### config.mk
export PLATFORM = sky130hd
export DESIGN_NAME = bus_strobe_seq
export DESIGN_NICKNAME = d
export VERILOG_FILES = /design/src/rtl/strb_pkg.sv /design/src/rtl/strb_rst_qual.sv /design/src/rtl/strb_timebase.sv /design/src/rtl/strb_cycle_ctl.sv /design/src/rtl/strb_decode.sv /design/src/rtl/bus_strobe_seq.sv
export SDC_FILE = /design/constraint.sdc
export NUM_CORES = 1
export LEC_CHECK = 0
export ABC_AREA = 1
export ABC_CLOCK_PERIOD_IN_PS = 1300
export BUFFER_PORTS_ARGS = -buffer_cell sky130_fd_sc_hd__buf_2
export CORE_MARGIN = 10
export CORE_UTILIZATION = 47
export CTS_BUF_LIST = sky130_fd_sc_hd__clkbuf_16
export DETAILED_ROUTE_END_ITERATION = 6
export PLACE_DENSITY = 0.74
export SETUP_SLACK_MARGIN = 0.3
export SLEW_MARGIN = 20
export SYNTH_ARGS = -nofsm -noshare
export SYNTH_HDL_FRONTEND = slang
export SYNTH_SLANG_ARGS = --single-unit
### constraint.sdc
create_clock -name clk -period 1.3 [get_ports clk]
set_input_delay 0 -clock clk [delete_from_list [all_inputs] [get_ports clk]]
set_output_delay 0 -clock clk [all_outputs]
set_load 0.05 [all_outputs]
### src/rtl/strb_pkg.sv
`timescale 1ns/1ps
package strb_pkg;
  // Everything the strobe decoder needs to know about one machine cycle,
  // captured once at the cycle boundary.
  typedef struct packed {
    logic data;     // external data cycle
    logic wr;       // data cycle direction: 1 = write
    logic ext;      // code fetch goes off-chip
    logic ale_off;  // latch pulse silencing requested for internal fetch
  } cyc_t;
endpackage

### src/rtl/strb_rst_qual.sv
`timescale 1ns/1ps
module strb_rst_qual #(
  parameter int unsigned QUAL_MC = 2,
  parameter int unsigned STATES  = 6
) (
  input  logic clk,
  input  logic rst_in,
  input  logic x2,
  output logic sys_rst
);
  localparam int unsigned LIM_N = QUAL_MC * STATES * 2;
  localparam int unsigned LIM_X = QUAL_MC * STATES;
  localparam int unsigned CW    = $clog2(LIM_N + 1);

  logic [CW-1:0] cnt;
  logic [CW-1:0] lim;

  assign lim = x2 ? CW'(LIM_X) : CW'(LIM_N);

  always_ff @(posedge clk) begin
    if (!rst_in) begin
      cnt     <= '0;
      sys_rst <= 1'b0;
    end else begin
      if (cnt < lim) cnt <= cnt + 1'b1;
      if (cnt >= lim - 1'b1) sys_rst <= 1'b1;
    end
  end
endmodule

### src/rtl/strb_timebase.sv
`timescale 1ns/1ps
module strb_timebase #(
  parameter int unsigned STATES = 6,
  localparam int unsigned ST_W  = $clog2(STATES)
) (
  input  logic            clk,
  input  logic            sys_rst,
  input  logic            x2,
  output logic [ST_W-1:0] st,
  output logic            last
);
  logic ph;
  logic tick;

  assign tick = x2 | ph;
  assign last = tick && (st == ST_W'(STATES - 1));

  always_ff @(posedge clk) begin
    if (sys_rst) begin
      ph <= 1'b0;
      st <= '0;
    end else begin
      ph <= x2 ? 1'b0 : ~ph;
      if (tick) st <= (st == ST_W'(STATES - 1)) ? '0 : st + 1'b1;
    end
  end
endmodule

### src/rtl/strb_cycle_ctl.sv
`timescale 1ns/1ps
module strb_cycle_ctl
  import strb_pkg::*;
#(
  parameter int unsigned   PC_W    = 16,
  parameter logic [PC_W-1:0] INT_TOP = 16'h3FFF,
  parameter bit            LOCK_EA = 1'b0
) (
  input  logic            clk,
  input  logic            sys_rst,
  input  logic            last,
  input  logic            ea_in,
  input  logic            ale_dis,
  input  logic [PC_W-1:0] pc,
  input  logic            movx_valid,
  input  logic            movx_write,
  output logic            movx_ready,
  output cyc_t            cyc
);
  logic ea_eff;
  logic fetch_ext;

  generate
    if (LOCK_EA) begin : g_lock
      logic ea_q;
      always_ff @(posedge clk) begin
        if (sys_rst) ea_q <= ea_in;
      end
      assign ea_eff = ea_q;
    end else begin : g_live
      assign ea_eff = ea_in;
    end
  endgenerate

  assign fetch_ext  = !ea_eff || (pc > INT_TOP);
  assign movx_ready = last && !sys_rst;

  always_ff @(posedge clk) begin
    if (sys_rst) begin
      cyc <= '{data: 1'b0, wr: 1'b0, ext: fetch_ext, ale_off: ale_dis};
    end else if (last) begin
      cyc <= '{data: movx_valid, wr: movx_valid & movx_write,
               ext: fetch_ext, ale_off: ale_dis};
    end
  end
endmodule

### src/rtl/strb_decode.sv
`timescale 1ns/1ps
module strb_decode
  import strb_pkg::*;
#(
  parameter int unsigned STATES = 6,
  localparam int unsigned ST_W  = $clog2(STATES),
  localparam int unsigned ALE_B = STATES / 2
) (
  input  logic            sys_rst,
  input  logic [ST_W-1:0] st,
  input  cyc_t            cyc,
  output logic            ale,
  output logic            psen_n,
  output logic            rd_n,
  output logic            wr_n
);
  logic at_a, at_b, code_ale, data_win;

  assign at_a     = (st == '0);
  assign at_b     = (st == ST_W'(ALE_B));
  assign code_ale = cyc.ext || !cyc.ale_off;
  assign data_win = !sys_rst && cyc.data && !at_a;

  always_comb begin
    ale    = !sys_rst && ((at_a && (cyc.data || code_ale)) ||
                          (at_b && !cyc.data && code_ale));
    psen_n = !(!sys_rst && !cyc.data && cyc.ext && !at_a && !at_b);
    rd_n   = !(data_win && !cyc.wr);
    wr_n   = !(data_win && cyc.wr);
  end
endmodule

### src/rtl/bus_strobe_seq.sv
`timescale 1ns/1ps
module bus_strobe_seq
  import strb_pkg::*;
#(
  parameter int unsigned     PC_W    = 16,
  parameter logic [PC_W-1:0] INT_TOP = 16'h3FFF,
  parameter bit              LOCK_EA = 1'b0,
  parameter int unsigned     STATES  = 6,
  parameter int unsigned     QUAL_MC = 2
) (
  input  logic            clk,
  input  logic            rst_in,
  input  logic            x2_en,
  input  logic            ea_in,
  input  logic            ale_dis,
  input  logic [PC_W-1:0] pc,
  input  logic            movx_valid,
  output logic            movx_ready,
  input  logic            movx_write,
  output logic            ale,
  output logic            psen_n,
  output logic            rd_n,
  output logic            wr_n,
  output logic            sys_rst
);
  localparam int unsigned ST_W = $clog2(STATES);

  logic [ST_W-1:0] st;
  logic            last;
  cyc_t            cyc;

  strb_rst_qual #(.QUAL_MC(QUAL_MC), .STATES(STATES)) u_qual (
    .clk(clk), .rst_in(rst_in), .x2(x2_en), .sys_rst(sys_rst)
  );

  strb_timebase #(.STATES(STATES)) u_tb (
    .clk(clk), .sys_rst(sys_rst), .x2(x2_en), .st(st), .last(last)
  );

  strb_cycle_ctl #(.PC_W(PC_W), .INT_TOP(INT_TOP), .LOCK_EA(LOCK_EA)) u_ctl (
    .clk(clk), .sys_rst(sys_rst), .last(last), .ea_in(ea_in),
    .ale_dis(ale_dis), .pc(pc), .movx_valid(movx_valid),
    .movx_write(movx_write), .movx_ready(movx_ready), .cyc(cyc)
  );

  strb_decode #(.STATES(STATES)) u_dec (
    .sys_rst(sys_rst), .st(st), .cyc(cyc),
    .ale(ale), .psen_n(psen_n), .rd_n(rd_n), .wr_n(wr_n)
  );
endmodule

==> implementation parameters, run 1 <==
Parameter                              Value

Timing
  Final hold violation count    0
  Worst relative slew slack    0.7585
  Unrepaired setup endpoints after global routing    true
  Maximum operating frequency    0.7704 GHz
  Share of the clock period used by the worst path after layout    0.9985
  Transition time of the tightest slew-check pin    0.3615 ns
  Layout Skew    0.001069 ns
  Number of pins exceeding their max-slew limit in the final report    0
  # setup viols final    0
  Shortest period the worst path allows    roughly 1.3 ns

Global routing
  Global routing usage summed across all routing layers    0.1262
  Vias in the first global route    790
  Antenna violations before repair    0
  Maximum number of pins on one net before global-route repair    12
  Global-route wire length before repair    around 3600 µm
  Remaining global-route overflow    0

Clock tree
  Root buffer cell    sky130_fd_sc_hd__clkbuf_16
  Clk_lat worst skew    around 0.24 ns
  H-tree Lvls    1
  Clk sink count    14
  CTS tree    built
  Worst-case clock buffer depth    2
  Total clock buffers created by CTS    3
  Clock-pin slew on the worst setup and hold paths    0.05 ns

Route
  Violation count after the first detailed-route iteration    10
  Post-route antenna net violation count    0
  Routed WL    2134 µm
  Vias post-DR    between 700 and 800
  WL per Instance    between 10 and 15 µm
  Routed vias/inst    5.313
  Residual DRC    0
  1st-pass router iterations    4

Placed design
  Placer's final routability congestion estimate    0.7452
  DP HPWL    1402 µm
  Placed cells    between 100 and 150
  Count of port buffers added during placement    14

Critical path
  CP Launch Type    flop
  Worst setup path class    flop to output port
  Worst endpoint data arrival time    1.30 ns
  Capturing element type of the critical path    output port
  Req. time, crit path    1.30 ns
  Crit-path max FO    4

Power and ir drop
  Fraction of power spent switching nets    0.3903
  Overall power after layout    2.189 mW
  Leak pwr    0.5418 nW
  Reg power frac    0.295
  Combinational fraction of design power    0.439
  Worst supply voltage drop on vdd    1.660 mV
  Internal Pwr Total    about 1.3 mW
  Pwr Density    1754 nW/µm²
  Sw power    about 850 µW
  Clock network fraction of design power    0.267

Cells and area
  Number of cells in the finished layout apart from fillers    150
  Layout cells sized above 1    0.5075
  Antenna diode count    0
  Final net count    164
  Count of filler cells inserted in the layout    97
  Area added between synthesis and finish    58.00%

Synthesis
  Gate count after technology mapping    110
  Synthesized area per cell    7.177 µm²
  Cell area after synthesis    789.5 µm²
  Largest cells by area after synthesis    sky130_fd_sc_hd__dfxtp_1 30%, sky130_fd_sc_hd__ha_1 9.5%, sky130_fd_sc_hd__nand2_1 9.5%
  Count of different cell masters after synthesis    20
  Post-Synthesis Net Count    139
  Total of flip-flops plus latches after synthesis    14
  Yosys warning count    0
  Share of the yosys chip area belonging to registers    0.3803
  Area share of the largest cell type after synthesis    0.3043
  Cell type contributing the most total cell area after synthesis    sky130_fd_sc_hd__dfxtp_1

Floorplanning
  Placeable core region    around 1500 µm²
  Area of the die    around 3700 µm²
  Die height    60.99 µm
  Initial Util    0.5122
  Total number of placement rows    14
  Top-level I/O count    29
  Die boundary width    60.99 µm

Worst hold path
  Class of the worst hold path    input port to flop

Job
  Max Cap Violations    0

Run status
  Result of the run    completed
synthesized netlist by cell type:
master and count:
sky130_fd_sc_hd__buf_4 1, sky130_fd_sc_hd__o21ai_0 3, sky130_fd_sc_hd__nand2_1 20, sky130_fd_sc_hd__inv_2 1, sky130_fd_sc_hd__nor2_1 17, sky130_fd_sc_hd__nor2_2 1
sky130_fd_sc_hd__o21bai_1 1, sky130_fd_sc_hd__a21oi_1 4, sky130_fd_sc_hd__ha_1 6, sky130_fd_sc_hd__nand3_1 10, sky130_fd_sc_hd__a211oi_1 1, sky130_fd_sc_hd__nor2_4 1
sky130_fd_sc_hd__nor3b_1 1, sky130_fd_sc_hd__nand2_2 2, sky130_fd_sc_hd__a22oi_1 1, sky130_fd_sc_hd__inv_1 19, sky130_fd_sc_hd__nand3_2 1, sky130_fd_sc_hd__nand4_1 6
sky130_fd_sc_hd__edfxtp_1 2, sky130_fd_sc_hd__dfxtp_1 12
placed cells by master (no fill, tap or decap):
cell	instances
sky130_fd_sc_hd__dfxtp_1	3
sky130_fd_sc_hd__edfxtp_1	2
sky130_fd_sc_hd__clkinvlp_4	1
sky130_fd_sc_hd__buf_8	1
sky130_fd_sc_hd__nor2_4	3
sky130_fd_sc_hd__nand4_1	6
sky130_fd_sc_hd__dlygate4sd3_1	2
sky130_fd_sc_hd__nand3_2	3
sky130_fd_sc_hd__inv_4	3
sky130_fd_sc_hd__o21ai_0	3
sky130_fd_sc_hd__nand3_1	6
sky130_fd_sc_hd__nor3b_1	1
sky130_fd_sc_hd__ha_4	5
sky130_fd_sc_hd__nand2_4	3
sky130_fd_sc_hd__inv_1	12
sky130_fd_sc_hd__nor2_1	10
sky130_fd_sc_hd__o21bai_1	1
sky130_fd_sc_hd__clkbuf_16	3
sky130_fd_sc_hd__ha_1	1
sky130_fd_sc_hd__nand2_1	15
sky130_fd_sc_hd__dfxtp_4	5
sky130_fd_sc_hd__inv_2	5
sky130_fd_sc_hd__a22oi_1	1
sky130_fd_sc_hd__a211oi_4	1
sky130_fd_sc_hd__a21oi_1	3
sky130_fd_sc_hd__buf_6	4
sky130_fd_sc_hd__nor2_2	6
sky130_fd_sc_hd__buf_2	9
sky130_fd_sc_hd__dfxtp_2	4
sky130_fd_sc_hd__buf_4	5
sky130_fd_sc_hd__nand3_4	2
sky130_fd_sc_hd__nand2_2	4
sky130_fd_sc_hd__a21oi_2	1
sequential cells by signal, summed over array words and instances (netlist names):
register and flops:
u_ctl.cyc 4, u_tb.st 3, u_tb.ph 1, u_qual.sys_rst 1, u_qual.cnt 5
power by group through the flow:
| stage | sequential [mW] | clock (mW) | combinational (mW) |
|---|---|---|---|
| after floorplan | 0.614 | 0 | 0.603 |
| after global placement | 0.623 | 0 | 0.727 |
| after detailed placement | 0.626 | 0 | 0.753 |
| after CTS | 0.624 | 0.588 | 0.926 |
| after global routing | 0.660 | 0.617 | 1.05 |
| final | 0.645 | 0.584 | 0.960 |
critical path: stages (launching register included):
cell                       delay, ns
sky130_fd_sc_hd__dfxtp_4        0.36
sky130_fd_sc_hd__nand2_4        0.05
sky130_fd_sc_hd__inv_2          0.06
sky130_fd_sc_hd__ha_4           0.14
sky130_fd_sc_hd__nand2_4        0.05
sky130_fd_sc_hd__a211oi_4       0.20
sky130_fd_sc_hd__buf_6          0.19
cell type report:
class                           count  area (µm²)  share of cell area
Tap cell                           16       20.02             0.01605
Multi-Input combinational cell     75       575.6              0.4614
Inverter                           20       86.33             0.06921
Sequential cell                    14       324.1              0.2598
Clock inverter                      1       3.754            0.003009
Clock buffer                        3       75.07             0.06018
Timing Repair Buffer               21       162.7              0.1304
repair_timing:
action / CTS / global route
gates resized for setup: 32 / 10
endpoints found under the setup margin: 14 / 16
hold endpoints to repair: 2 / 0
setup buffers: 5 / 0
pin swaps: 15 / 4
hold buffers: 2 / 0
per-stage QoR:
stage                     cell area, µm²  worst slack (ns)  hold WS [ns]   TNS [ns]    util
after floorplan                    880.8            0.1678       0.09887          0       -
after global placement             959.7            0.1367        0.1830          0  0.6226
after detailed placement           959.7            0.1015        0.1806          0  0.6226
after CTS                           1217         -0.004978       0.01058  -0.004978  0.7898
after global routing                1247          -0.05392       0.01531   -0.05392  0.8093
final                               1247          0.002007       0.01035          0  0.8093
kinds of logic after synthesis:
family	count (synthesis)	share of synthesized area
and+or+nand+nor	59	0.3471
buffers and inverters	21	0.1046
DFF	14	0.3804
AOI/OAI and AO/OA	10	0.07291
adders and majority gates	6	0.09508
metal layers:
metal / vias to the layer above / routed length (µm) / GRT usage
met1: 368 / 917 / 0.1478
met2: 17 / 1070 / 0.2023
met5: - / 0 / 0
met3: 5 / 103 / 0.03549
met4: 0 / 43 / 0.06897
li1: 407 / - / -
worst paths after layout:
path	startpoint	end	slack (ns)	depth (start not counted)
max reg2reg	u_qual.cnt[4]$_SDFFE_PN0N_	u_qual.cnt[0]$_SDFFE_PN0N_	0.18	6
min reg2reg	u_ctl.cyc[2]$_SDFFE_PP0P_	u_ctl.cyc[2]$_SDFFE_PP0P_	0.49	2
min	pc[14]	u_ctl.cyc[1]$_DFFE_PP_	0.01	3
max	u_tb.st[0]$_SDFFE_PP0N_	ale	0.002	6
Power figures use the tool's default switching activity.
==> run 2, diff against run 1 <==
PLACE_DENSITY = 0.82   (was 0.74)
==> implementation parameters, run 2 (synthesis gave the netlist of run 1 again) <==
Parameter                              Value

Run status
  Result of the run    finished with violations (was completed)
  Violated checks    setup timing

Critical path
  Critical register-to-register path startpoint    u_qual.cnt[4]$_SDFFE_PN0N_ (unchanged)
  Slowest stage delay, CP    0.36 ns (about the same)
  CP Launch Type    flop (unchanged)
  Start point of the critical path    u_tb.st[0]$_SDFFE_PP0N_ (unchanged)
  Crit path max-delay cell type    sky130_fd_sc_hd__dfxtp_4 (unchanged)
  Cell breakdown of the critical path    nand2_2 -> inv_2 -> ha_4 -> nand2_4 -> a211oi_4 -> buf_6 (was nand2_4 -> inv_2 -> ha_4 -> nand2_4 -> a211oi_4 -> buf_6)
  Capturing element type of the critical path    output port (unchanged)
  R2r setup slk    0.16 ns (was 0.18 ns)
  Endpoint of the worst register-to-register path    u_qual.cnt[0]$_SDFFE_PN0N_ (unchanged)
  Crit-path max FO    4 (unchanged)
  Number of cells on the worst reg-to-reg path    7 (was 6)
  Worst setup path endpoint    ale (unchanged)
  Worst endpoint data arrival time    1.32 ns (was 1.30 ns)
  Worst setup path class    flop to output port (unchanged)
  Req. time, crit path    1.30 ns (about the same)

Route
  Residual DRC    0 (unchanged)
  Vias post-DR    830 (was 797)
  Routed vias/inst    5.646 (was 5.313)
  1st-pass router iterations    5 (was 4)
  WL per Instance    16.21 µm (was 14.23 µm)
  Routed WL    2383 µm (was 2134 µm)
  Violation count after the first detailed-route iteration    65 (was 10)
  Post-route antenna net violation count    0 (unchanged)

Timing
  Total Negative Setup Slacks    -0.01635 ns (was 0 ns)
  Transition time of the tightest slew-check pin    0.4013 ns (was 0.3615 ns)
  Unrepaired setup endpoints after global routing    true (unchanged)
  Maximum operating frequency    0.7597 GHz (was 0.7704 GHz)
  # setup viols final    1 (was 0)
  Final WS setup    -0.01635 ns (was 0.002007 ns)
  Number of pins exceeding their max-slew limit in the final report    0 (unchanged)
  Share of the clock period used by the worst path after layout    1.013 (was 0.9985)
  Worst relative slew slack    0.7319 (was 0.7585)
  Final hold violation count    0 (unchanged)
  Layout Skew    0.004150 ns (was 0.001069 ns)
  Shortest period the worst path allows    1.316 ns (was 1.298 ns)

Cells and area
  Layout cells sized above 1    0.5496 (was 0.5075)
  Register with the most flip-flops    u_qual.cnt (unchanged)
  Antenna diode count    0 (unchanged)
  Most frequent standard cell in the layout excluding fill and tap cells    sky130_fd_sc_hd__nand2_1 (unchanged)
  Largest registers ranked by flip-flop count    u_qual.cnt: 5 flops, u_ctl.cyc: 4 flops, u_tb.st: 3 flops (unchanged)
  Reg area    324.1 µm² (unchanged)
  Count of filler cells inserted in the layout    83 (was 97)
  Final net count    161 (was 164)
  Area added between synthesis and finish    58.00% (unchanged)
  Combined area of the multi-input logic cells    600.6 µm² (was 575.6 µm²)
  Flip-flop count of the largest register, all copies and words added    5 (unchanged)
  Top library cells by usage in the layout, fill and taps aside    15 x sky130_fd_sc_hd__nand2_1, 11 x sky130_fd_sc_hd__inv_1, 9 x sky130_fd_sc_hd__buf_2 (was 15 x sky130_fd_sc_hd__nand2_1, 12 x sky130_fd_sc_hd__inv_1, 10 x sky130_fd_sc_hd__nor2_1)
  Number of cells in the finished layout apart from fillers    147 (was 150)

Global routing
  Global routing usage summed across all routing layers    0.1242 (was 0.1262)
  Global-route wire length before repair    3532 µm (was 3567 µm)
  Maximum number of pins on one net before global-route repair    12 (unchanged)
  Vias in the first global route    792 (was 790)
  Remaining global-route overflow    0 (unchanged)
  Antenna violations before repair    0 (unchanged)

Power and ir drop
  Worst supply voltage drop on vdd    1.902 mV (was 1.660 mV)
  Pwr Density    1767 nW/µm² (was 1754 nW/µm²)
  Leak pwr    0.5191 nW (was 0.5418 nW)

Placed design
  Count of port buffers added during placement    14 (unchanged)
  DP HPWL    1388 µm (was 1402 µm)
  Setup slack at placement    0.1305 ns (was 0.1015 ns)
  Placed cells    139 (unchanged)
  Placer's final routability congestion estimate    0.7597 (was 0.7452)

Clock tree
  Clock-pin slew on the worst setup and hold paths    0.05 ns (about the same)
  Clk sink count    14 (unchanged)
  H-tree Lvls    1 (unchanged)
  Worst-case clock buffer depth    2 (unchanged)
  Total clock buffers created by CTS    3 (unchanged)
  CTS tree    built (unchanged)
  Clk_lat worst skew    0.24 ns (about the same)
  Root buffer cell    sky130_fd_sc_hd__clkbuf_16 (unchanged)

Floorplanning
  Die boundary width    60.99 µm (unchanged)
  Top-level I/O count    29 (unchanged)
  Initial Util    0.5122 (unchanged)
  Placeable core region    1541 µm² (unchanged)
  Area of the die    3719 µm² (unchanged)
  Die height    60.99 µm (unchanged)
  Total number of placement rows    14 (unchanged)

Job
  Max Cap Violations    0 (unchanged)

Worst hold path
  Class of the worst hold path    input port to flop (unchanged)
==> run 2: metal layers <==
layer | GRT usage | routed length (µm) | up-vias
met5 | 0 | 0 | -
met4 | 0.06270 | 72 | 0
met3 | 0.04384 | 182 | 6
met2 | 0.1965 | 1191 | 42
met1 | 0.1445 | 937 | 378
li1 | - | - | 404
==> run 2: per-stage QoR <==
step / total power [mW] / utilization / instance area, µm² / hold slack, ns
3_5_place_dp: 1.378 / 0.6226 / 959.7 / 0.1827
4_1_cts: 2.137 / 0.7735 / 1192 / 0.007154
6_report: 2.204 / 0.8093 / 1247 / 0.007602
3_3_place_gp: 1.347 / 0.6226 / 959.7 / 0.1821
2_1_floorplan: 1.217 / - / 880.8 / 0.09887
5_1_grt: 2.319 / 0.8093 / 1247 / 0.009138
==> run 2: worst min-delay path by stage <==
| stage | end | startpoint | depth (start not counted) | slack [ns] |
|---|---|---|---|---|
| floorplan | u_ctl.cyc[0]$_DFFE_PP_ | ale_dis | 0 | 0.1 |
| global placement | u_ctl.cyc[0]$_DFFE_PP_ | ale_dis | 1 | 0.18 |
| detailed placement | u_ctl.cyc[0]$_DFFE_PP_ | ale_dis | 1 | 0.18 |
| CTS | u_ctl.cyc[3]$_SDFFE_PP0P_ | movx_valid | 3 | 0.007 |
| global route | u_ctl.cyc[1]$_DFFE_PP_ | ea_in | 2 | 0.009 |
| finish | u_ctl.cyc[1]$_DFFE_PP_ | ea_in | 2 | 0.008 |
==> run 2: critical path: cells and delay by family, from the launching register on <==
kind | cells | cell delay (ns)
AND/OR/NAND/NOR | 2 | 0.11
flip-flops | 1 | 0.36
adder cells (fa/ha/maj) | 1 | 0.15
AO/OA/AOI/OAI | 1 | 0.20
buffers and inverters | 2 | 0.25
==> run 2: area by class of cell <==
| cell class | count | share of cell area |
|---|---|---|
| Clock inverter | 1 | 0.003009 |
| Clock buffer | 3 | 0.06018 |
| Inverter | 20 | 0.06921 |
| Tap cell | 16 | 0.01605 |
| Timing Repair Buffer | 18 | 0.1103 |
| Multi-Input combinational cell | 75 | 0.4814 |
| Sequential cell | 14 | 0.2598 |
==> run 2: what timing repair did <==
item	4_1_cts	5_1_grt
gates resized for setup	32	16
pin swaps	19	11
setup buffers	3	0
setup endpoints to repair	14	16
hold endpoints to repair	1	0
hold buffers	1	0
==> run 2: report_power, final <==
part | switching [mW] | total [mW] | internal, mW
registers | 0.0988 | 0.643 | 0.544
clock network | 0.176 | 0.583 | 0.407
logic | 0.602 | 0.978 | 0.376
==> run 3, diff against run 2 <==
CORE_UTILIZATION = 48   (was 47)
HOLD_SLACK_MARGIN = 0.03   (was unset)
SYNTH_HIERARCHICAL = 1   (was unset)
==> implementation parameters, run 3 <==
Parameter                              Value

Synthesis
  Area share of the largest cell type after synthesis    0.2922 (was 0.3043)
  Total of flip-flops plus latches after synthesis    14 (unchanged)
  Yosys warning count    6 (was 0)
  Largest cells by area after synthesis    sky130_fd_sc_hd__dfxtp_1 29%, sky130_fd_sc_hd__nand2_1 16%, sky130_fd_sc_hd__inv_1 10% (was sky130_fd_sc_hd__dfxtp_1 30%, sky130_fd_sc_hd__ha_1 9.5%, sky130_fd_sc_hd__nand2_1 9.5%)
  Number of enable-type register cells in the synthesized netlist    2 (unchanged)
  Async set-or-reset flop fraction in the synthesized netlist    0 (unchanged)
  Share of the yosys chip area belonging to registers    0.3653 (was 0.3803)
  Most common cell in the synthesized netlist    sky130_fd_sc_hd__nand2_1 (unchanged)
  Count of different cell masters after synthesis    18 (was 20)
  Gate count after technology mapping    127 (was 110)
  Cell area after synthesis    822.0 µm² (was 789.5 µm²)
  Synthesized area per cell    6.473 µm² (was 7.177 µm²)
  Dominant register cell in the synthesized netlist    sky130_fd_sc_hd__dfxtp_1 (unchanged)
  Post-Synthesis Net Count    155 (was 139)
  Cell type contributing the most total cell area after synthesis    sky130_fd_sc_hd__dfxtp_1 (unchanged)
  Cell types with the highest counts after synthesis    36 x sky130_fd_sc_hd__nand2_1, 22 x sky130_fd_sc_hd__inv_1, 22 x sky130_fd_sc_hd__nor2_1, 12 x sky130_fd_sc_hd__dfxtp_1 (was 20 x sky130_fd_sc_hd__nand2_1, 19 x sky130_fd_sc_hd__inv_1, 17 x sky130_fd_sc_hd__nor2_1, 12 x sky130_fd_sc_hd__dfxtp_1, 10 x sky130_fd_sc_hd__nand3_1)

Placed design
  Count of port buffers added during placement    14 (unchanged)
  Placed cells    157 (was 139)
  Placer's final routability congestion estimate    0.7727 (was 0.7597)
  DP HPWL    1393 µm (was 1388 µm)

Cells and area
  Most frequent standard cell in the layout excluding fill and tap cells    sky130_fd_sc_hd__nand2_1 (unchanged)
  Reg area    331.6 µm² (was 324.1 µm²)
  Number of cells in the finished layout apart from fillers    180 (was 147)
  Largest registers ranked by flip-flop count    u_qual/cnt: 5 flops, u_ctl/cyc: 4 flops, u_tb/st: 3 flops (was u_qual.cnt: 5 flops, u_ctl.cyc: 4 flops, u_tb.st: 3 flops)
  Count of filler cells inserted in the layout    72 (was 83)
  Flip-flop count of the largest register, all copies and words added    5 (unchanged)
  Final net count    193 (was 161)
  Area added between synthesis and finish    68.95% (was 58.00%)
  Combined area of the multi-input logic cells    591.8 µm² (was 600.6 µm²)
  Register with the most flip-flops    u_qual/cnt (was u_qual.cnt)
  Layout cells sized above 1    0.4939 (was 0.5496)
  Antenna diode count    0 (unchanged)
  Top library cells by usage in the layout, fill and taps aside    28 x sky130_fd_sc_hd__nand2_1, 17 x sky130_fd_sc_hd__nor2_1, 15 x sky130_fd_sc_hd__inv_1 (was 15 x sky130_fd_sc_hd__nand2_1, 11 x sky130_fd_sc_hd__inv_1, 9 x sky130_fd_sc_hd__buf_2)
  Layout Utilization    0.8909 (was 0.8093)

Critical path
  Worst endpoint data arrival time    1.26 ns (was 1.32 ns)
  Endpoint of the worst register-to-register path    u_ctl/cyc[2]$_SDFFE_PP0P_ (was u_qual.cnt[0]$_SDFFE_PN0N_)
  Capturing element type of the critical path    output port (unchanged)
  Crit-path max FO    3 (was 4)
  Total buffers and inverters traversed by the critical path    3 (was 2)
  Crit path max-delay cell type    sky130_fd_sc_hd__dfxtp_1 (was sky130_fd_sc_hd__dfxtp_4)
  CP Launch Type    flop (unchanged)
  Worst setup path class    flop to output port (unchanged)
  R2r setup slk    0.10 ns (was 0.16 ns)
  Slowest stage delay, CP    0.35 ns (was 0.36 ns)
  Critical register-to-register path startpoint    u_tb/ph$_SDFF_PP0_ (was u_qual.cnt[4]$_SDFFE_PN0N_)
  Cell breakdown of the critical path    inv_1 -> nand2_2 -> nand2_2 -> nor2_4 -> inv_2 -> nor2_4 -> buf_8 (was nand2_2 -> inv_2 -> ha_4 -> nand2_4 -> a211oi_4 -> buf_6)
  Req. time, crit path    1.30 ns (about the same)
  Cell class contributing the biggest share of worst-path delay    simple AND/OR/NAND/NOR gates (was flip-flops)
  Number of cells on the worst reg-to-reg path    10 (was 7)

Global routing
  Remaining global-route overflow    0 (unchanged)
  Global routing usage summed across all routing layers    0.1494 (was 0.1242)
  Antenna violations before repair    0 (unchanged)
  Vias in the first global route    923 (was 792)
  Global-route wire length before repair    4126 µm (was 3532 µm)
  Maximum number of pins on one net before global-route repair    10 (was 12)

Power and ir drop
  Leak pwr    0.6707 nW (was 0.5191 nW)
  Overall power after layout    2.413 mW (was 2.204 mW)
  Pwr Density    1737 nW/µm² (was 1767 nW/µm²)
  Worst supply voltage drop on vdd    1.119 mV (was 1.902 mV)

Clock tree
  Root buffer cell    sky130_fd_sc_hd__clkbuf_16 (unchanged)
  Clk sink count    14 (unchanged)
  CTS tree    built (unchanged)
  Total clock buffers created by CTS    3 (unchanged)
  Worst-case clock buffer depth    2 (unchanged)
  Clk_lat worst skew    0.24 ns (about the same)
  Clock-pin slew on the worst setup and hold paths    0.05 ns (about the same)
  H-tree Lvls    1 (unchanged)

Timing
  Share of the clock period used by the worst path after layout    0.9672 (was 1.013)
  # setup viols final    0 (was 1)
  Maximum operating frequency    0.7953 GHz (was 0.7597 GHz)
  Number of pins exceeding their max-slew limit in the final report    0 (unchanged)
  Layout Skew    0.003753 ns (was 0.004150 ns)
  Unrepaired setup endpoints after global routing    true (unchanged)
  Total Negative Setup Slacks    0 ns (was -0.01635 ns)
  Worst relative slew slack    0.8381 (was 0.7319)
  Transition time of the tightest slew-check pin    0.2425 ns (was 0.4013 ns)
  Post-route worst hold slack    0.03785 ns (was 0.007602 ns)
  Final hold violation count    0 (unchanged)
  Shortest period the worst path allows    1.257 ns (was 1.316 ns)

Run status
  Result of the run    completed (was finished with violations)

Route
  Routed WL    2837 µm (was 2383 µm)
  Residual DRC    0 (unchanged)
  1st-pass router iterations    4 (was 5)
  Post-route antenna net violation count    0 (unchanged)
  Vias post-DR    904 (was 830)
  Routed vias/inst    5.022 (was 5.646)
  Violation count after the first detailed-route iteration    22 (was 65)
  WL per Instance    15.76 µm (was 16.21 µm)

Worst hold path
  Count of cells along the worst hold path    3 (was 2)
  Class of the worst hold path    input port to flop (unchanged)
  Endpoint of the worst hold-timing path    u_ctl/cyc[3]$_SDFFE_PP0P_ (was u_ctl.cyc[1]$_DFFE_PP_)
  Hold Startpoint    movx_valid (was ea_in)

Job
  Max Cap Violations    0 (unchanged)

Floorplanning
  Die boundary width    61.39 µm (was 60.99 µm)
  Placeable core region    1559 µm² (was 1541 µm²)
  Die height    61.39 µm (was 60.99 µm)
  Area of the die    3768 µm² (was 3719 µm²)
  Initial Util    0.5273 (was 0.5122)
  Top-level I/O count    29 (unchanged)
  Total number of placement rows    14 (unchanged)
run 3: cell count changes after synthesis, sizes merged, moves of 5 or more:
cell   delta
nand3     -5
nand2    +16
nor2      +7
inv       +5
run 3: repair_timing:
item,CTS,global route
hold buffers,4,0
gates resized for setup,39,19
pin swaps,14,14
setup buffers,13,2
endpoints found under the hold margin,5,0
endpoints found under the setup margin,15,15
run 3: logic make-up (layout without fill, tap and decap cells):
logic type	count (synthesis)	after routing	synth area share
fa+ha+maj	5	5	0.07610
flops	14	14	0.3653
buf+inv	25	62	0.1142
compound gates	6	6	0.03957
simple gates	77	77	0.4049
run 3: worst max-delay path by stage:
stage | start | end | cells past startpoint
floorplan | u_tb/st[0]$_SDFFE_PP0P_ | u_ctl/cyc[2]$_SDFFE_PP0P_ | 8
global placement | u_tb/st[0]$_SDFFE_PP0P_ | u_ctl/cyc[0]$_DFFE_PP_ | 6
detailed placement | u_qual/cnt[2]$_SDFFE_PN0N_ | u_qual/cnt[0]$_SDFFE_PN0N_ | 8
CTS | u_tb/st[0]$_SDFFE_PP0P_ | movx_ready | 7
global route | u_tb/ph$_SDFF_PP0_ | movx_ready | 7
finish | u_tb/ph$_SDFF_PP0_ | movx_ready | 7
run 3: routing by layer:
metal	routed length [µm]	vias to the layer above	share of wire	track usage
met5	0	-	0	0
met4	106	0	0.037	0.08280
met3	97	12	0.034	0.04321
met2	1663	25	0.59	0.3033
met1	969	400	0.34	0.1246
li1	-	467	-	-
run 3: metrics by stage:
stage | setup slack [ns] | cell area (µm²)
finish | 0.04264 | 1389
global route | -0.02506 | 1389
CTS | 0.1048 | 1314
detailed placement | 0.1536 | 972.2
global placement | 0.1776 | 972.2
floorplan | 0.1273 | 882.1
run 3: tightest hold or removal path: stages:
cell and delay, ns:
sky130_fd_sc_hd__buf_2 0.10, sky130_fd_sc_hd__nand3_1 0.09, sky130_fd_sc_hd__nand2_2 0.06
run 3: report_power, final:
group | leakage, nW | switching (mW) | internal [mW] | total, mW
clock | 0.0385 | 0.176 | 0.407 | 0.583
sequential | 0.122 | 0.115 | 0.564 | 0.679
combinational | 0.510 | 0.672 | 0.480 | 1.15
total | 0.671 | 0.962 | 1.45 | 2.41
run 3: cell type report:
cell class | instances | share of cell area
Multi-Input combinational cell | 88 | 0.4261
Sequential cell | 14 | 0.2387
Timing Repair Buffer | 33 | 0.1910
Inverter | 25 | 0.07297
Clock buffer | 3 | 0.05405
Tap cell | 16 | 0.01441
Clock inverter | 1 | 0.002703
